`config.mk`:
```
export PLATFORM = sky130hd
export DESIGN_NAME = trace_sync_detect
export DESIGN_NICKNAME = d
export VERILOG_FILES = /design/src/rtl/tsd_pkg.sv /design/src/rtl/tsd_width_dec.sv /design/src/rtl/tsd_bit_shift.sv /design/src/rtl/tsd_half_fsm.sv /design/src/rtl/trace_sync_detect.sv
export SDC_FILE = /design/constraint.sdc
export NUM_CORES = 1
export LEC_CHECK = 0
export ABC_AREA = 0
export BUFFER_PORTS_ARGS = -buffer_cell sky130_fd_sc_hd__buf_2
export CORE_MARGIN = 2
export CORE_UTILIZATION = 61
export DETAILED_ROUTE_END_ITERATION = 10
export GPL_TIMING_DRIVEN = 0
export HOLD_SLACK_MARGIN = 0.05
export PLACE_DENSITY = 0.8
export SLEW_MARGIN = 20
export SYNTH_ARGS = -nofsm -noshare
export SYNTH_HDL_FRONTEND = slang
export SYNTH_SLANG_ARGS = --single-unit
```
`constraint.sdc`:
```
create_clock -name clk -period 4.85 [get_ports clk]
set_input_delay 0.97 -clock clk [delete_from_list [all_inputs] [get_ports clk]]
set_output_delay 0.97 -clock clk [all_outputs]
set_load 0.01 [all_outputs]
```
`src/rtl/tsd_pkg.sv`:
```
package tsd_pkg;

    typedef enum logic [1:0] {
        ST_HUNT = 2'd0,
        ST_LO   = 2'd1,
        ST_HI   = 2'd2
    } tsd_state_e;

    typedef enum logic [1:0] {
        WSEL_ONE  = 2'd0,
        WSEL_TWO  = 2'd1,
        WSEL_FOUR = 2'd2,
        WSEL_WIDE = 2'd3
    } tsd_width_e;

endpackage

```
`src/rtl/tsd_width_dec.sv`:
```
module tsd_width_dec #(
    parameter int MAX_PINS = 4,
    localparam int LANE_W  = $clog2(MAX_PINS + 1)
) (
    input  logic [1:0]        width_sel,
    output logic [LANE_W-1:0] lane_cnt
);
    import tsd_pkg::*;

    localparam logic [LANE_W-1:0] LANES_MAX = LANE_W'(MAX_PINS);

    always_comb begin
        unique case (tsd_width_e'(width_sel))
            WSEL_ONE:  lane_cnt = LANE_W'(1);
            WSEL_TWO:  lane_cnt = (MAX_PINS >= 2) ? LANE_W'(2) : LANES_MAX;
            WSEL_FOUR: lane_cnt = (MAX_PINS >= 4) ? LANE_W'(4) : LANES_MAX;
            default:   lane_cnt = (MAX_PINS >= 4) ? LANE_W'(4) : LANES_MAX;
        endcase
    end

endmodule

```
`src/rtl/tsd_bit_shift.sv`:
```
module tsd_bit_shift #(
    parameter int MAX_PINS = 4,
    parameter int WORD_W   = 32,
    localparam int HALF_W  = WORD_W / 2,
    localparam int LANE_W  = $clog2(MAX_PINS + 1),
    localparam int CNT_W   = $clog2(HALF_W + 1)
) (
    input  logic                clk,
    input  logic                rst_n,
    input  logic [LANE_W-1:0]   lane_cnt,
    input  logic [MAX_PINS-1:0] pins,
    output logic                found,
    output logic                half_done,
    output logic [HALF_W-1:0]   half_val
);

    localparam logic [WORD_W-1:0] FULL_PAT = {1'b0, {(WORD_W-1){1'b1}}};

    logic [WORD_W-1:0] win_q, win_d;
    logic [CNT_W-1:0]  cnt_q, cnt_d;
    logic              lock_q, lock_d;
    logic              fnd_d, hd_d;
    logic [HALF_W-1:0] hv_d;

    // Walk the bits of this cycle one at a time so every offset is tested.
    always_comb begin
        win_d  = win_q;
        cnt_d  = cnt_q;
        lock_d = lock_q;
        fnd_d  = 1'b0;
        hd_d   = 1'b0;
        hv_d   = half_val;
        for (int i = 0; i < MAX_PINS; i++) begin
            if (i < int'(lane_cnt)) begin
                win_d = {pins[i], win_d[WORD_W-1:1]};
                if (!lock_d) begin
                    if (win_d == FULL_PAT) begin
                        lock_d = 1'b1;
                        fnd_d  = 1'b1;
                        cnt_d  = '0;
                    end
                end else begin
                    cnt_d = cnt_d + 1'b1;
                    if (cnt_d == CNT_W'(HALF_W)) begin
                        cnt_d = '0;
                        hd_d  = 1'b1;
                        hv_d  = win_d[WORD_W-1:HALF_W];
                    end
                end
            end
        end
    end

    always_ff @(posedge clk or negedge rst_n) begin
        if (!rst_n) begin
            win_q     <= '0;
            cnt_q     <= '0;
            lock_q    <= 1'b0;
            found     <= 1'b0;
            half_done <= 1'b0;
            half_val  <= '0;
        end else begin
            win_q     <= win_d;
            cnt_q     <= cnt_d;
            lock_q    <= lock_d;
            found     <= fnd_d;
            half_done <= hd_d;
            half_val  <= hv_d;
        end
    end

endmodule

```
`src/rtl/tsd_half_fsm.sv`:
```
module tsd_half_fsm #(
    parameter int WORD_W  = 32,
    localparam int HALF_W = WORD_W / 2
) (
    input  logic              clk,
    input  logic              rst_n,
    input  logic              found,
    input  logic              half_done,
    input  logic [HALF_W-1:0] half_val,
    output logic [WORD_W-1:0] word_data,
    output logic              word_valid,
    output logic              synced,
    output logic              idle
);
    import tsd_pkg::*;

    localparam logic [HALF_W-1:0] IDLE_PAT = {1'b0, {(HALF_W-1){1'b1}}};
    localparam logic [HALF_W-1:0] ONES_PAT = {HALF_W{1'b1}};

    tsd_state_e        state_q, state_d;
    logic [HALF_W-1:0] low_q;
    logic              is_fill;
    logic              pend_ones;

    assign is_fill   = (half_val == IDLE_PAT);
    assign pend_ones = (low_q == ONES_PAT);
    assign synced    = (state_q != ST_HUNT);

    // Next-state selection.
    always_comb begin
        state_d = state_q;
        unique case (state_q)
            ST_HUNT: if (found) state_d = ST_LO;
            ST_LO:   if (half_done && !is_fill) state_d = ST_HI;
            ST_HI:   if (half_done && (!is_fill || pend_ones)) state_d = ST_LO;
            default: state_d = ST_HUNT;
        endcase
    end

    // State register.
    always_ff @(posedge clk or negedge rst_n) begin
        if (!rst_n) state_q <= ST_HUNT;
        else        state_q <= state_d;
    end

    // Output and pending-half registers.
    always_ff @(posedge clk or negedge rst_n) begin
        if (!rst_n) begin
            low_q      <= '0;
            word_data  <= '0;
            word_valid <= 1'b0;
            idle       <= 1'b0;
        end else begin
            word_valid <= 1'b0;
            unique case (state_q)
                ST_LO: begin
                    if (half_done) begin
                        if (is_fill) idle  <= 1'b1;
                        else         low_q <= half_val;
                    end
                end
                ST_HI: begin
                    if (half_done) begin
                        if (is_fill && pend_ones) begin
                            low_q <= '0;
                        end else if (is_fill) begin
                            idle <= 1'b1;
                        end else begin
                            word_data  <= {half_val, low_q};
                            word_valid <= 1'b1;
                            idle       <= 1'b0;
                        end
                    end
                end
                default: ;
            endcase
        end
    end

endmodule

```
`src/rtl/trace_sync_detect.sv`:
```
module trace_sync_detect #(
    parameter int MAX_PINS = 4,
    parameter int WORD_W   = 32,
    localparam int HALF_W  = WORD_W / 2,
    localparam int LANE_W  = $clog2(MAX_PINS + 1)
) (
    input  logic                clk,
    input  logic                rst_n,
    input  logic [1:0]          width_sel,
    input  logic [MAX_PINS-1:0] pin_data,
    output logic [WORD_W-1:0]   word_data,
    output logic                word_valid,
    output logic                synced,
    output logic                idle
);

    logic [LANE_W-1:0] lane_cnt;
    logic              found;
    logic              half_done;
    logic [HALF_W-1:0] half_val;

    tsd_width_dec #(.MAX_PINS(MAX_PINS)) u_wdec (
        .width_sel (width_sel),
        .lane_cnt  (lane_cnt)
    );

    tsd_bit_shift #(.MAX_PINS(MAX_PINS), .WORD_W(WORD_W)) u_shift (
        .clk       (clk),
        .rst_n     (rst_n),
        .lane_cnt  (lane_cnt),
        .pins      (pin_data),
        .found     (found),
        .half_done (half_done),
        .half_val  (half_val)
    );

    tsd_half_fsm #(.WORD_W(WORD_W)) u_fsm (
        .clk        (clk),
        .rst_n      (rst_n),
        .found      (found),
        .half_done  (half_done),
        .half_val   (half_val),
        .word_data  (word_data),
        .word_valid (word_valid),
        .synced     (synced),
        .idle       (idle)
    );

endmodule

```
=== Word level (Yosys, flattened, before mapping) ===
Cells that the tools add are included.
Widths: inputs -> output; s select.

* Register bits: 107
* Latch bits: 0
* Memory bits (writable): 0
* Bits in read-only memories: 0
* Input port bits: 8
* Output and inout port bits: 35
* Word-level logic and storage cells: 143
* Memories: 0

* Add/sub/neg operators: 4
* $mul: 0
* Div/mod/pow operators: 0
* Order comparisons: 4
* Eq/ne operators: 22
* Shift-type cells: 0
* Mux-type cells: 87
* Bitwise logic cells: 2
* Reductions and logical operators: 13

{| class="wikitable"
|+ Operators with widths
! cell !! number
|-
| $mux 16 || 16
|-
| $eq 32x31->1 const B || 4
|-
| $mux 32 || 4
|-
| $mux 5 || 16
|-
| $mux 1 || 44
|-
| $pmux 16 s2 || 1
|-
| $add 5x1->5 const B || 4
|-
| $eq 5x5->1 const B || 4
|-
| $eq 16x15->1 const B || 1
|-
| $eq 16x16->1 const B || 1
|-
| $ne 2x2->1 const B || 5
|-
| $reduce_and 5->1 || 2
|-
| $ne 2x1->1 const B || 4
|-
| $lt 1x3->1 const A || 2
|-
| $lt 2x3->1 const A || 2
|-
| $mux 2 || 3
|-
| $pmux 2 s3 || 1
|-
| $pmux 3 s2 || 1
|-
| $eq 2x1->1 const B || 2
|-
| $logic_not 2->1 || 2
|-
| $reduce_and 4->1 || 1
|-
| $reduce_bool 2->1 || 2
|-
| $logic_and 1x1->1 || 3
|-
| $reduce_and 3->1 || 1
|-
| other kinds (5) || 6
|}

=== Depth between registers and ports, before layout ===
Gate-level depths: netlist of the first run.

* Word-level depth: 20
* Mapped depth: 22
* Gate-level depth less buffers: 19

=== Hierarchy ===
Synthesis of the first run repeated with hierarchy kept, for this count alone.

* Cell total of the unflattened synthesis: 737
* Area, all modules: 6991.7 um^2

{| class="wikitable"
|+ By module, submodules not included
! module !! times used !! cells an instance !! area each (um^2) !! sequential area each (um^2)
|-
| tsd_bit_shift || 1 || 598 || 4885.9 || 1376.3
|-
| tsd_half_fsm || 1 || 136 || 2092.0 || 1301.2
|-
| tsd_width_dec || 1 || 3 || 13.8 || 0.0
|}

=== Worst setup path before layout of the first run ===
OpenSTA, ideal clock, no wires.

* Path kind: input -> register
* From: input port pin_data[0]
* To: register u_shift.half_val[11]
* Library setup time: 0.079 ns
* Arrival: 4.591 ns
* Data required time: 4.771 ns
* Slack: 0.179 ns
* Stages on the path: 20
* Cells stage by stage: clkbuf_1 > nand2b_1 > nor4_4 > o31ai_1 > ha_1 > and2_1 > nand2_1 > nor3_1 > mux2_2 > a32oi_2 > o41ai_2 > inv_1 > ha_1 > inv_1 > xnor2_1 > and2b_1 > o211ai_2 > buf_6 > buf_12 > mux2i_1

* Cells in the longest elaborated chain, start to end: 19
* Elaborated cells between the ends (all ways): 40
* Classes of those cells: 3 x add/sub; 6 x eq/ne; 31 x mux

{| class="wikitable"
|+ RTL lines
! what !! RTL line !! text
|-
| start: declaration || trace_sync_detect.sv:10 || <nowiki>input logic [MAX_PINS-1:0] pin_data,</nowiki>
|-
| $eq 32x31->1 || tsd_bit_shift.sv:37 || <nowiki>if (win_d == FULL_PAT) begin</nowiki>
|-
| $mux 5 || tsd_bit_shift.sv:37 ||
|-
| $mux 5 || tsd_bit_shift.sv:36 || <nowiki>if (!lock_d) begin</nowiki>
|-
| $mux 5 || tsd_bit_shift.sv:34 || <nowiki>if (i < int'(lane_cnt)) begin</nowiki>
|-
| $add 5x1->5 || tsd_bit_shift.sv:43 || <nowiki>cnt_d = cnt_d + 1'b1;</nowiki>
|-
| $eq 5x5->1 || tsd_bit_shift.sv:44 || <nowiki>if (cnt_d == CNT_W'(HALF_W)) begin</nowiki>
|-
| $mux 5 || tsd_bit_shift.sv:44 ||
|-
| $mux 5 || tsd_bit_shift.sv:36 ||
|-
| (+4 left out) || n/a ||
|-
| $mux 5 || tsd_bit_shift.sv:36 ||
|-
| $mux 5 || tsd_bit_shift.sv:34 ||
|-
| $add 5x1->5 || tsd_bit_shift.sv:43 ||
|-
| $eq 5x5->1 || tsd_bit_shift.sv:44 ||
|-
| $mux 16 || tsd_bit_shift.sv:44 ||
|-
| $mux 16 || tsd_bit_shift.sv:36 ||
|-
| $mux 16 (*) || tsd_bit_shift.sv:34 ||
|-
| named net u_shift.hv_d[11] || tsd_bit_shift.sv:23 || <nowiki>logic [HALF_W-1:0] hv_d;</nowiki>
|-
| end signal: assignment || tsd_bit_shift.sv:68 || <nowiki>half_val <= hv_d;</nowiki>
|-
| end: declaration || tsd_bit_shift.sv:14 || <nowiki>output logic [HALF_W-1:0] half_val</nowiki>
|}

Mark *: on every way through the listed nets, which the timed path passes. The rest lies on a longest branch. The select of a mux whose other input is x is not followed.
A chain may end at the register's enable or synchronous reset.

=== Worst setup path in the final report of the first run ===
* From: register u_shift.win_q[20]
* To: register u_shift.half_val[3]

* Cells in the longest elaborated chain, start to end: 19
* Elaborated cells between the ends (all ways): 44
* Classes of those cells: 3 x add/sub; 6 x eq/ne; 35 x mux

{| class="wikitable"
|+ RTL lines
! what !! RTL line !! text
|-
| start: declaration || tsd_bit_shift.sv:19 || <nowiki>logic [WORD_W-1:0] win_q, win_d;</nowiki>
|-
| start signal: assignment || tsd_bit_shift.sv:63 || <nowiki>win_q <= win_d;</nowiki>
|-
| $eq 32x31->1 || tsd_bit_shift.sv:37 ||
|-
| $mux 5 || tsd_bit_shift.sv:37 ||
|-
| $mux 5 || tsd_bit_shift.sv:36 ||
|-
| $mux 5 || tsd_bit_shift.sv:34 ||
|-
| $add 5x1->5 || tsd_bit_shift.sv:43 ||
|-
| $eq 5x5->1 || tsd_bit_shift.sv:44 ||
|-
| $mux 5 || tsd_bit_shift.sv:44 ||
|-
| $mux 5 || tsd_bit_shift.sv:36 ||
|-
| (+4 left out) || n/a ||
|-
| $mux 5 || tsd_bit_shift.sv:36 ||
|-
| $mux 5 || tsd_bit_shift.sv:34 ||
|-
| $add 5x1->5 || tsd_bit_shift.sv:43 ||
|-
| $eq 5x5->1 || tsd_bit_shift.sv:44 ||
|-
| $mux 16 || tsd_bit_shift.sv:44 ||
|-
| $mux 16 || tsd_bit_shift.sv:36 ||
|-
| $mux 16 (*) || tsd_bit_shift.sv:34 ||
|-
| named net u_shift.hv_d[3] || tsd_bit_shift.sv:23 ||
|}

Marked as above.

==> results of run 1 <==
==> cells in the mapped netlist, drive strengths merged, types with 3 or more instances <==
library cell | instances | share of area (%)
xor2 | 4 | 0.56
a31oi | 5 | 0.50
o21ai | 35 | 2.8
nor2 | 54 | 3.2
or3b | 3 | 0.42
a21oi | 36 | 2.9
nand4 | 17 | 2.2
or4 | 3 | 0.48
o31ai | 3 | 0.36
nand2 | 49 | 2.9
nor2b | 8 | 0.80
nor3b | 6 | 0.72
nand2b | 6 | 0.60
ha | 5 | 1.0
nor3 | 13 | 1.4
xnor2 | 6 | 0.84
clkbuf | 28 | 1.7
or2 | 4 | 0.40
nand3 | 15 | 1.4
inv | 19 | 1.1
mux2 | 38 | 6.9
a21o | 5 | 0.60
nand4b | 3 | 0.42
a211oi | 10 | 1.3
and2 | 5 | 0.50
a221o | 7 | 1.1
dfrtp | 107 | 43
o211ai | 3 | 0.44
a22o | 16 | 2.2
nor4 | 5 | 0.98
buf | 11 | 1.3
mux2i | 58 | 9.3
==> per-stage QoR <==
stage	TNS, ns	util, %	cells	cell area [µm²]
after floorplan	0	-	628	6280
after global placement	-10.02	65.6	805	6650
after detailed placement	-12.10	65.9	806	6690
after CTS	0	68.0	820	6890
after global routing	-0.0391	70.7	839	7170
final	0	70.7	839	7170
==> critical path, cell delays in order (launching register included) <==
cell,delay (ns)
dfrtp_1,0.35
buf_6,0.13
nand4_1,0.20
or4_4,0.62
nor4_4,0.32
and3_4,0.23
nor2_1,0.04
ha_2,0.22
o311ai_2,0.11
a211oi_2,0.11
o221ai_4,0.23
ha_4,0.21
nand2_2,0.07
o41ai_4,0.46
inv_2,0.10
ha_4,0.19
xnor2_1,0.12
o211a_1,0.24
o211ai_2,0.19
buf_6,0.18
buf_12,0.13
mux2i_1,0.21
==> cells by family after synthesis <==
family	Yosys count	synth area share (%)
multiplexers	96	16.1
adder cells (fa/ha/maj)	5	0.997
buffers and inverters	59	4.21
flip-flops	107	42.7
AO/OA/AOI/OAI	151	17.1
AND/OR/NAND/NOR	200	17.5
XOR/XNOR	10	1.40
==> layout make-up <==
| type | instances | area (µm²) | share of cell area (%) |
|---|---|---|---|
| plain buffers | 38 | 201 | 2.81 |
| clock buffers | 10 | 128 | 1.78 |
| clock inverters | 3 | 18.8 | 0.262 |
| inverters | 20 | 77.6 | 1.08 |
| multi-input cells | 462 | 3460 | 48.3 |
| flip-flops and latches | 107 | 2680 | 37.4 |
| well taps | 136 | 170 | 2.37 |
| repair buffers | 63 | 427 | 5.95 |
==> how the worst max path moves through the flow <==
stage / to / slack, ns / cells past startpoint
floorplan: u_shift.half_val[11] / 0.18 / 20
global placement: u_shift.half_val[11] / -0.62 / 20
detailed placement: u_shift.half_val[11] / -0.76 / 20
CTS: u_shift.half_val[11] / 0.02 / 20
global route: u_shift.half_val[1] / -0.01 / 21
finish: u_shift.half_val[3] / 0.11 / 21
==> routing by layer <==
metal	share of wire (%)	vias to the layer above	GRT usage, %
li1	-	2461	-
met1	41	2682	39.5
met2	50	272	52.9
met3	6.1	45	4.21
met4	2.9	0	12.3
met5	0	-	0
==> state kept, by name (all words and copies together), names as in the netlist <==
register           cells
u_shift.half_val      16
u_fsm.word_valid       1
u_shift.found          1
u_fsm.low_q           16
u_shift.lock_q         1
u_fsm.state_q          2
u_shift.half_done      1
u_fsm.idle             1
u_shift.win_q         31
u_shift.cnt_q          5
u_fsm.word_data       32
==> timing repair <==
action / CTS / global route
setup endpoints to repair: 18 / 18
buffers inserted: 2 / 18
gates resized for setup: 9 / 30
pin swaps: 3 / 12
cloned: 0 / 1
==> report_power, final <==
part / internal [mW] / leakage, nW / switching (mW) / total (mW)
clock: 0.178 / 0.0778 / 0.279 / 0.457
sequential: 1.02 / 1.36 / 0.167 / 1.18
combinational: 0.541 / 1.89 / 0.734 / 1.28
total: 1.74 / 3.33 / 1.18 / 2.92
==> placed cells by master, fill, tap and decap left out, drive strengths merged, types with 4 or more instances in the layout <==
cell / n
nand3: 15
a31oi: 5
nand2b: 6
dfrtp: 107
a221o: 7
a21o: 5
nor2: 54
or2: 4
mux2: 38
nor3: 13
clkbuf: 39
clkinv: 4
ha: 5
xor2: 4
a22o: 16
nand2: 49
o21ai: 35
nand4: 17
buf: 72
nor4: 5
a21oi: 36
a211oi: 10
nor3b: 6
and2: 5
xnor2: 6
mux2i: 58
nor2b: 8
inv: 19
==> out/metrics.yaml, run 1 <==
sta:
  skew_ns: 0.0122
  timing_hold_violations_final: 0
  worst_slack_ns: 0.110
  worst_hold_slack_ns: 0.503
  finalSetupViolations: 0
  worst_pin_slew_ns: 1.05
  fin_crit_sh_pct: 97.7
  max_freq_mhz: 211
  relSlewSlack_pct: 29.8
  drv_slew: 0
  period_minus_slack_ns: 4.74
clock_tree:
  cts.htree.levels: 3
  cts_buffer_depth: 2
  cts_hold_buf: 0
  clk_latency_ns: 0.37
  cts_buffers: 9
  root_buffer: "clkbuf_8"
  clk_pin_slew_worst_paths_ns: 0.09
  cts_sinks: 107
  cts_tree: "built"
worst_setup_path:
  crit_arrival_ns: 5.02
  endpoint_kind: "register"
  cp-start-kind: "register"
  r2r-start: "u_shift.win_q[20]"
  startpoint: "u_shift.win_q[20]"
  cp.required_ns: 5.13
  ff2ff_setup_slack_ns: 0.11
  path_class: "reg -> reg"
  r2r_cells: 21
  worstReg2RegEnd: "u_shift.half_val[3]"
  critPathMaxFanout: 8
die:
  rows: 37
  fp.dieW_um: 105
  ioPinCount: 43
  die-area_um2: 11100
  start_util_pct: 61.9
  die_y_um: 105
  coreArea_um2: 10100
global_route:
  antenna_found_initial: 0
  overflow: 0
  grt_first_pass_wirelength_um: 27000
  track_usage_pct: 30.8
  first_global_vias: 5203
  grt_max_degree: 61
synth:
  syn_inst: 628
  yosysWarnings: 0
  synth-edff-count: 0
  syn_area_um2: 6280
  synth_nets: 641
  synth.distinct_cells: 76
  yosysSeqAreaShare_pct: 42.7
  avgSynthCellArea_um2: 9.99
  ys.flop_type: "dfrtp_1"
  synth-async-reset-ratio_pct: 100
  ys_seq_elements: 107
place:
  gp_congestion: 0.933
  place_hpwl_um: 12100
  portBuffers: 41
  place_ws_ns: -0.759
power:
  leakagePower_nw: 3.33
  vdd_ir_drop_max_mv: 0.305
  finalPower_mw: 2.92
  powerDensity_nw_per_um2: 407
min_path:
  hold_path_depth: 1
  hp-start: "u_fsm.word_data[26]"
  hold_path.class: "reg -> reg"
  hold_path_end: "u_fsm.word_data[26]"
job:
  timing.max_cap.violations: 0
routing:
  drt_iter0_markers: 432
  post_drt_wl_per_cell_um: 20.1
  drc: 0
  viasPerCell: 6.51
  drt-total-wl_um: 16900
  dr_total_vias: 5460
  drt_pre_antenna_iters: 5
  antenna_left: 0
outcome:
  outcome: "complete, no violations"
final_layout:
  drive_above_1_share_pct: 24.2
  nFillCells: 767
  area_delta_synth_final_pct: 14.2
  nets: 714
  n_antenna_cell: 0
No activity file was read; power rests on OpenSTA's default activity.
==> run 2, diff against run 1 <==
--- a/config.mk
+++ b/config.mk
@@ -7,12 +7,11 @@
 export LEC_CHECK = 0
 export ABC_AREA = 0
 export BUFFER_PORTS_ARGS = -buffer_cell sky130_fd_sc_hd__buf_2
-export CORE_MARGIN = 2
 export CORE_UTILIZATION = 61
 export DETAILED_ROUTE_END_ITERATION = 10
 export GPL_TIMING_DRIVEN = 0
 export HOLD_SLACK_MARGIN = 0.05
-export PLACE_DENSITY = 0.8
+export PLACE_DENSITY_LB_ADDON = 0.1
 export SLEW_MARGIN = 20
 export SYNTH_ARGS = -nofsm -noshare
 export SYNTH_HDL_FRONTEND = slang
==> out/metrics.yaml, run 2 (synthesis results as in run 1) <==
outcome:
  outcome: "complete, no violations"  # unchanged
die:
  die_y_um: 103  # was 105 µm
  coreArea_um2: 9860  # was 10100 µm²
  die-area_um2: 10700  # was 11100 µm²
  fp.dieW_um: 103  # was 105 µm
  start_util_pct: 63.6  # was 61.9%
  rows: 36  # was 37
  ioPinCount: 43  # unchanged
final_layout:
  nFillCells: 744  # was 767
  nets: 699  # was 714
  largest_register: "u_fsm.word_data"  # unchanged
  multi_input_area_um2: 3410  # was 3460 µm²
  reg_top3: "u_fsm.word_data (32), u_shift.win_q (31)"  # unchanged
  n_antenna_cell: 0  # unchanged
  area_delta_synth_final_pct: 11.7  # was 14.2%
  drive_above_1_share_pct: 21.7  # was 24.2%
  layout_commonest_cell: "dfrtp_1"  # unchanged
  largest_register_ffs: 32  # unchanged
  layout_common_cells: "dfrtp_1 (102), mux2i_1 (57), nor2_1 (54)"  # was dfrtp_1 (103), mux2i_1 (57), nor2_1 (54)
  regArea_um2: 2680  # about the same
place:
  gp_congestion: 0.952  # was 0.933
  place_ws_ns: -0.670  # was -0.759 ns
  portBuffers: 41  # unchanged
  place_hpwl_um: 12200  # was 12100 µm
routing:
  drt-total-wl_um: 16800  # was 16900 µm
  dr_total_vias: 5380  # was 5460
  drt_pre_antenna_iters: 8  # was 5
  drc: 0  # unchanged
  antenna_left: 0  # unchanged
  viasPerCell: 6.53  # was 6.51
  post_drt_wl_per_cell_um: 20.3  # was 20.1 µm
  drt_iter0_markers: 302  # was 432
worst_setup_path:
  path_cells: "nand3_1, or3_1, nor4_4, o31ai_2, ha_2, and2_1, nand2_4, nor3_1, mux2_2, a32oi_4, o41ai_4, inv_1, ha_2, inv_2, a311oi_1, o211a_1, o211ai_2, buf_6, buf_12, a211oi_2"  # was buf_6, nand4_1, or4_4, nor4_4, and3_4, nor2_1, ha_2, o311ai_2, a211oi_2, o221ai_4, ha_4, nand2_2, o41ai_4, inv_2, ha_4, xnor2_1, o211a_1, o211ai_2, buf_6, buf_12, mux2i_1
  r2r-start: "u_shift.win_q[17]"  # was u_shift.win_q[20]
  endpoint_kind: "register"  # unchanged
  ff2ff_setup_slack_ns: 0.21  # was 0.11 ns
  crit_path_max_incr_delay_ns: 0.50  # was 0.62 ns
  cpMaxStageDelayCell: "or3_1"  # was or4_4
  r2r_cells: 20  # was 21
  crit_arrival_ns: 4.93  # was 5.02 ns
  critPathMaxFanout: 10  # was 8
  crit_family: "simple AND/OR/NAND/NOR gates"  # unchanged
  critPathBufInv: 4  # unchanged
  path_class: "reg -> reg"  # unchanged
  worstReg2RegEnd: "u_shift.half_val[12]"  # was u_shift.half_val[3]
  cp-start-kind: "register"  # unchanged
  cpMostUsedCell: "ha_2"
  cp.required_ns: 5.14  # was 5.13 ns
global_route:
  overflow: 0  # unchanged
  first_global_vias: 5171  # was 5203
  grt_max_degree: 56  # was 61
  track_usage_pct: 32.8  # was 30.8%
  antenna_found_initial: 0  # unchanged
  grt_first_pass_wirelength_um: 26400  # was 27000 µm
clock_tree:
  cts_tree: "built"  # unchanged
  cts_buffers: 9  # unchanged
  clk_pin_slew_worst_paths_ns: 0.10  # was 0.09 ns
  root_buffer: "clkbuf_8"  # unchanged
  cts.htree.levels: 3  # unchanged
  cts_buffer_depth: 2  # unchanged
  cts_hold_buf: 0  # unchanged
  cts_sinks: 107  # unchanged
  clk_latency_ns: 0.37  # about the same
min_path:
  hold_path.class: "reg -> reg"  # unchanged
  hold_path_end: "u_fsm.word_data[17]"  # was u_fsm.word_data[26]
  hp-start: "u_fsm.word_data[17]"  # was u_fsm.word_data[26]
  hold_path_depth: 1  # unchanged
sta:
  fin_crit_sh_pct: 95.7  # was 97.7%
  worst_hold_slack_ns: 0.508  # was 0.503 ns
  worst_pin_slew_ns: 1.07  # was 1.05 ns
  max_freq_mhz: 216  # was 211 MHz
  worst_slack_ns: 0.210  # was 0.110 ns
  relSlewSlack_pct: 28.1  # was 29.8%
  period_minus_slack_ns: 4.64  # was 4.74 ns
  drv_slew: 0  # unchanged
  finalSetupViolations: 0  # unchanged
  skew_ns: 0.00845  # was 0.0122 ns
  timing_hold_violations_final: 0  # unchanged
job:
  timing.max_cap.violations: 0  # unchanged
power:
  vdd_ir_drop_max_mv: 0.302  # was 0.305 mV
  leakagePower_nw: 3.25  # was 3.33 nW
  finalPower_mw: 2.94  # was 2.92 mW
  powerDensity_nw_per_um2: 420  # was 407 nW/µm²
[run 2: power breakdown]
part	internal [mW]	switching (mW)	total [mW]
logic	0.510	0.697	1.21
registers	1.02	0.167	1.18
clock network	0.256	0.299	0.555
total	1.78	1.16	2.94
[run 2: per-stage QoR]
stage / TNS (ns) / util, % / std cells / instance area (µm²)
2_1_floorplan: 0 / - / 628 / 6280
3_3_place_gp: -9.33 / 67.4 / 802 / 6650
3_5_place_dp: -10.48 / 67.7 / 803 / 6680
4_1_cts: 0 / 70.4 / 822 / 6940
5_1_grt: -0.0264 / 71.1 / 824 / 7010
6_report: 0 / 71.1 / 824 / 7010
[run 2: per-layer routing]
| layer | up-vias | track usage (%) | share of wire [%] |
|---|---|---|---|
| li1 | 2426 | - | - |
| met1 | 2641 | 40.8 | 40 |
| met2 | 252 | 55.9 | 49 |
| met3 | 61 | 3.97 | 6.5 |
| met4 | 0 | 17.9 | 4.0 |
| met5 | - | 0 | 0 |
[run 2: worst max path at each step]
| stage | startpoint | to | cells after the start |
|---|---|---|---|
| 6_report | u_shift.win_q[17] | u_shift.half_val[12] | 20 |
| 4_1_cts | u_shift.win_q[24] | u_shift.half_val[14] | 21 |
| 3_3_place_gp | pin_data[0] | u_shift.half_val[11] | 20 |
| 5_1_grt | u_shift.win_q[24] | u_shift.half_val[14] | 22 |
| 2_1_floorplan | pin_data[0] | u_shift.half_val[11] | 20 |
| 3_5_place_dp | pin_data[0] | u_shift.half_val[14] | 20 |
[run 2: timing repair]
item / CTS / global route
resized for setup: 8 / 17
pin swaps: 4 / 3
endpoints found under the setup margin: 17 / 18
gates cloned: 0 / 0
buffers inserted: 4 / 2
[run 2: cell type report]
class	count	share of cell area (%)
well taps	133	2.37
flip-flops and latches	107	38.3
multi-input cells	462	48.7
plain buffers	38	2.77
clock inverters	3	0.660
repair buffers	48	4.05
clock buffers	13	2.12
inverters	20	1.07
[run 2: worst reg2reg max path, delay by kind of cell (launching register included)]
| family | cells | cell delay [ns] |
|---|---|---|
| AOI/OAI and AO/OA | 7 | 1.27 |
| DFF | 1 | 0.46 |
| adders and majority gates | 2 | 0.46 |
| muxes | 1 | 0.31 |
| buffers and inverters | 4 | 0.55 |
| and+or+nand+nor | 6 | 1.52 |
==> run 3, diff against run 2 <==
--- a/config.mk
+++ b/config.mk
@@ -5,9 +5,8 @@
 export SDC_FILE = /design/constraint.sdc
 export NUM_CORES = 1
 export LEC_CHECK = 0
-export ABC_AREA = 0
 export BUFFER_PORTS_ARGS = -buffer_cell sky130_fd_sc_hd__buf_2
-export CORE_UTILIZATION = 61
+export CORE_UTILIZATION = 60
 export DETAILED_ROUTE_END_ITERATION = 10
 export GPL_TIMING_DRIVEN = 0
 export HOLD_SLACK_MARGIN = 0.05
==> out/metrics.yaml, run 3 (synthesis results as in run 1) <==
outcome:
  outcome: "complete, no violations"  # unchanged
sta:
  period_minus_slack_ns: 4.72  # was 4.64 ns
  worst_slack_ns: 0.128  # was 0.210 ns
  timing_hold_violations_final: 0  # unchanged
  skew_ns: 0.00548  # was 0.00845 ns
  finalSetupTns_ns: 0  # unchanged
  max_freq_mhz: 212  # was 216 MHz
  relSlewSlack_pct: 31.2  # was 28.1%
  finalSetupViolations: 0  # unchanged
  worst_pin_slew_ns: 1.03  # was 1.07 ns
  drv_slew: 0  # unchanged
  fin_crit_sh_pct: 97.4  # was 95.7%
die:
  ioPinCount: 43  # unchanged
  fp.dieW_um: 104  # was 103 µm
  rows: 36  # unchanged
  coreArea_um2: 9950  # was 9860 µm²
  start_util_pct: 63.0  # was 63.6%
  die_y_um: 104  # was 103 µm
  die-area_um2: 10900  # was 10700 µm²
global_route:
  antenna_found_initial: 0  # unchanged
  grt_first_pass_wirelength_um: 27300  # was 26400 µm
  grt_max_degree: 56  # unchanged
  overflow: 0  # unchanged
  track_usage_pct: 31.8  # was 32.8%
  first_global_vias: 5297  # was 5171
worst_setup_path:
  endpoint_kind: "register"  # unchanged
  cpMaxStageDelayCell: "or4_4"  # was or3_1
  critPathBufInv: 6  # was 4
  cp-start-kind: "register"  # unchanged
  crit_path_max_incr_delay_ns: 0.50  # about the same
  ff2ff_setup_slack_ns: 0.13  # was 0.21 ns
  cp.required_ns: 5.14  # about the same
  crit_arrival_ns: 5.01  # was 4.93 ns
  path_cells: "clkbuf_4, nand4_1, buf_4, or4_4, nor4_4, o31ai_1, ha_2, o311ai_1, a211oi_2, o221ai_4, ha_4, nand2_1, o41ai_4, inv_2, ha_2, inv_2, xnor2_1, and2b_2, o211ai_2, buf_6, buf_12, mux2i_1"  # was nand3_1, or3_1, nor4_4, o31ai_2, ha_2, and2_1, nand2_4, nor3_1, mux2_2, a32oi_4, o41ai_4, inv_1, ha_2, inv_2, a311oi_1, o211a_1, o211ai_2, buf_6, buf_12, a211oi_2
  crit_family: "simple AND/OR/NAND/NOR gates"  # unchanged
  critPathMaxFanout: 10  # unchanged
  path_class: "reg -> reg"  # unchanged
final_layout:
  regArea_um2: 2680  # about the same
  drive_above_1_share_pct: 23.5  # was 21.7%
  area_delta_synth_final_pct: 14.3  # was 11.7%
  nFillCells: 753  # was 744
  final_util_pct: 72.0  # was 71.1%
  n_antenna_cell: 0  # unchanged
  nets: 713  # was 699
  largest_register_ffs: 32  # unchanged
  layout_commonest_cell: "dfrtp_1"  # unchanged
  largest_register: "u_fsm.word_data"  # unchanged
  instances_no_fill: 838  # was 824
  multi_input_area_um2: 3430  # was 3410 µm²
  reg_top3: "u_fsm.word_data (32), u_shift.win_q (31)"  # unchanged
  layout_common_cells: "dfrtp_1 (103), mux2i_1 (58), nor2_1 (54)"  # was dfrtp_1 (102), mux2i_1 (57), nor2_1 (54)
place:
  portBuffers: 41  # unchanged
  place_inst: 803  # unchanged
  gp_congestion: 0.963  # was 0.952
  place_hpwl_um: 12300  # was 12200 µm
  place_ws_ns: -0.660  # was -0.670 ns
routing:
  dr_total_vias: 5438  # was 5380
  antenna_left: 0  # unchanged
  post_drt_wl_per_cell_um: 20.0  # was 20.3 µm
  drc: 0  # unchanged
  drt_pre_antenna_iters: 5  # was 8
  viasPerCell: 6.49  # was 6.53
  drt_iter0_markers: 392  # was 302
  drt-total-wl_um: 16800  # about the same
clock_tree:
  cts.htree.levels: 3  # unchanged
  clk_latency_ns: 0.36  # was 0.37 ns
  root_buffer: "clkbuf_8"  # unchanged
  cts_buffers: 9  # unchanged
  cts_sinks: 107  # unchanged
  clk_pin_slew_worst_paths_ns: 0.10  # about the same
  cts_tree: "built"  # unchanged
  cts_buffer_depth: 2  # unchanged
power:
  vdd_ir_drop_max_mv: 0.339  # was 0.302 mV
  leakagePower_nw: 3.34  # was 3.25 nW
  powerDensity_nw_per_um2: 427  # was 420 nW/µm²
job:
  timing.max_cap.violations: 0  # unchanged
min_path:
  hold_path.class: "reg -> reg"  # unchanged
run 3: worst paths after layout:
path	from	end	cells after the start
setup reg to reg	u_shift.win_q[24]	u_shift.half_val[6]	22
hold reg to reg	u_fsm.word_data[0]	u_fsm.word_data[0]	1
setup / recovery	u_shift.win_q[24]	u_shift.half_val[6]	22
max in group asynchronous	rst_n	u_shift.win_q[25]	2
min in group asynchronous	rst_n	u_fsm.word_data[9]	1
hold / removal	u_fsm.word_data[0]	u_fsm.word_data[0]	1
run 3: repair_timing:
action / 4_1_cts / 5_1_grt
hold buffers: 0 / 0
setup endpoints to repair: 18 / 17
pin swaps: 4 / 7
setup buffers: 4 / 16
resized for setup: 8 / 22
run 3: worst register-to-register path, delay by kind of cell (launching register included):
kind	cells	cell delay (ns)
AND/OR/NAND/NOR	5	1.24
AO/OA/AOI/OAI	6	1.14
buffers and inverters	6	0.87
adder cells (fa/ha/maj)	3	0.70
flip-flops	1	0.35
multiplexers	1	0.21
XOR/XNOR	1	0.13
run 3: stage by stage:
step           instance area [µm²]  total power [mW]  hold slack [ns]
3_5_place_dp                  6680              2.30            0.492
4_1_cts                       6970              2.94            0.513
3_3_place_gp                  6650              2.26            0.484
2_1_floorplan                 6280              2.00            0.466
6_report                      7170              3.06            0.510
5_1_grt                       7170              3.22            0.527
run 3: cell type report:
class / count / share of cell area [%]
clock inverters: 3 / 0.960
plain buffers: 38 / 2.76
well taps: 133 / 2.32
clock buffers: 13 / 2.08
multi-input cells: 462 / 47.8
inverters: 20 / 1.05
repair buffers: 62 / 5.60
flip-flops and latches: 107 / 37.4
run 3: per-layer routing:
| metal | wire [µm] | GRT usage [%] | vias up |
|---|---|---|---|
| met5 | 0 | 0 | - |
| met4 | 523 | 12.1 | 0 |
| met3 | 1240 | 5.89 | 55 |
| met2 | 8350 | 53.7 | 264 |
| met1 | 6680 | 40.6 | 2655 |
| li1 | - | - | 2464 |
run 3: power by group:
group	internal [mW]	leakage [nW]	total (mW)	switching, mW
clock	0.308	0.108	0.606	0.298
combinational	0.543	1.87	1.27	0.727
sequential	1.02	1.36	1.18	0.167
total	1.87	3.34	3.06	1.19
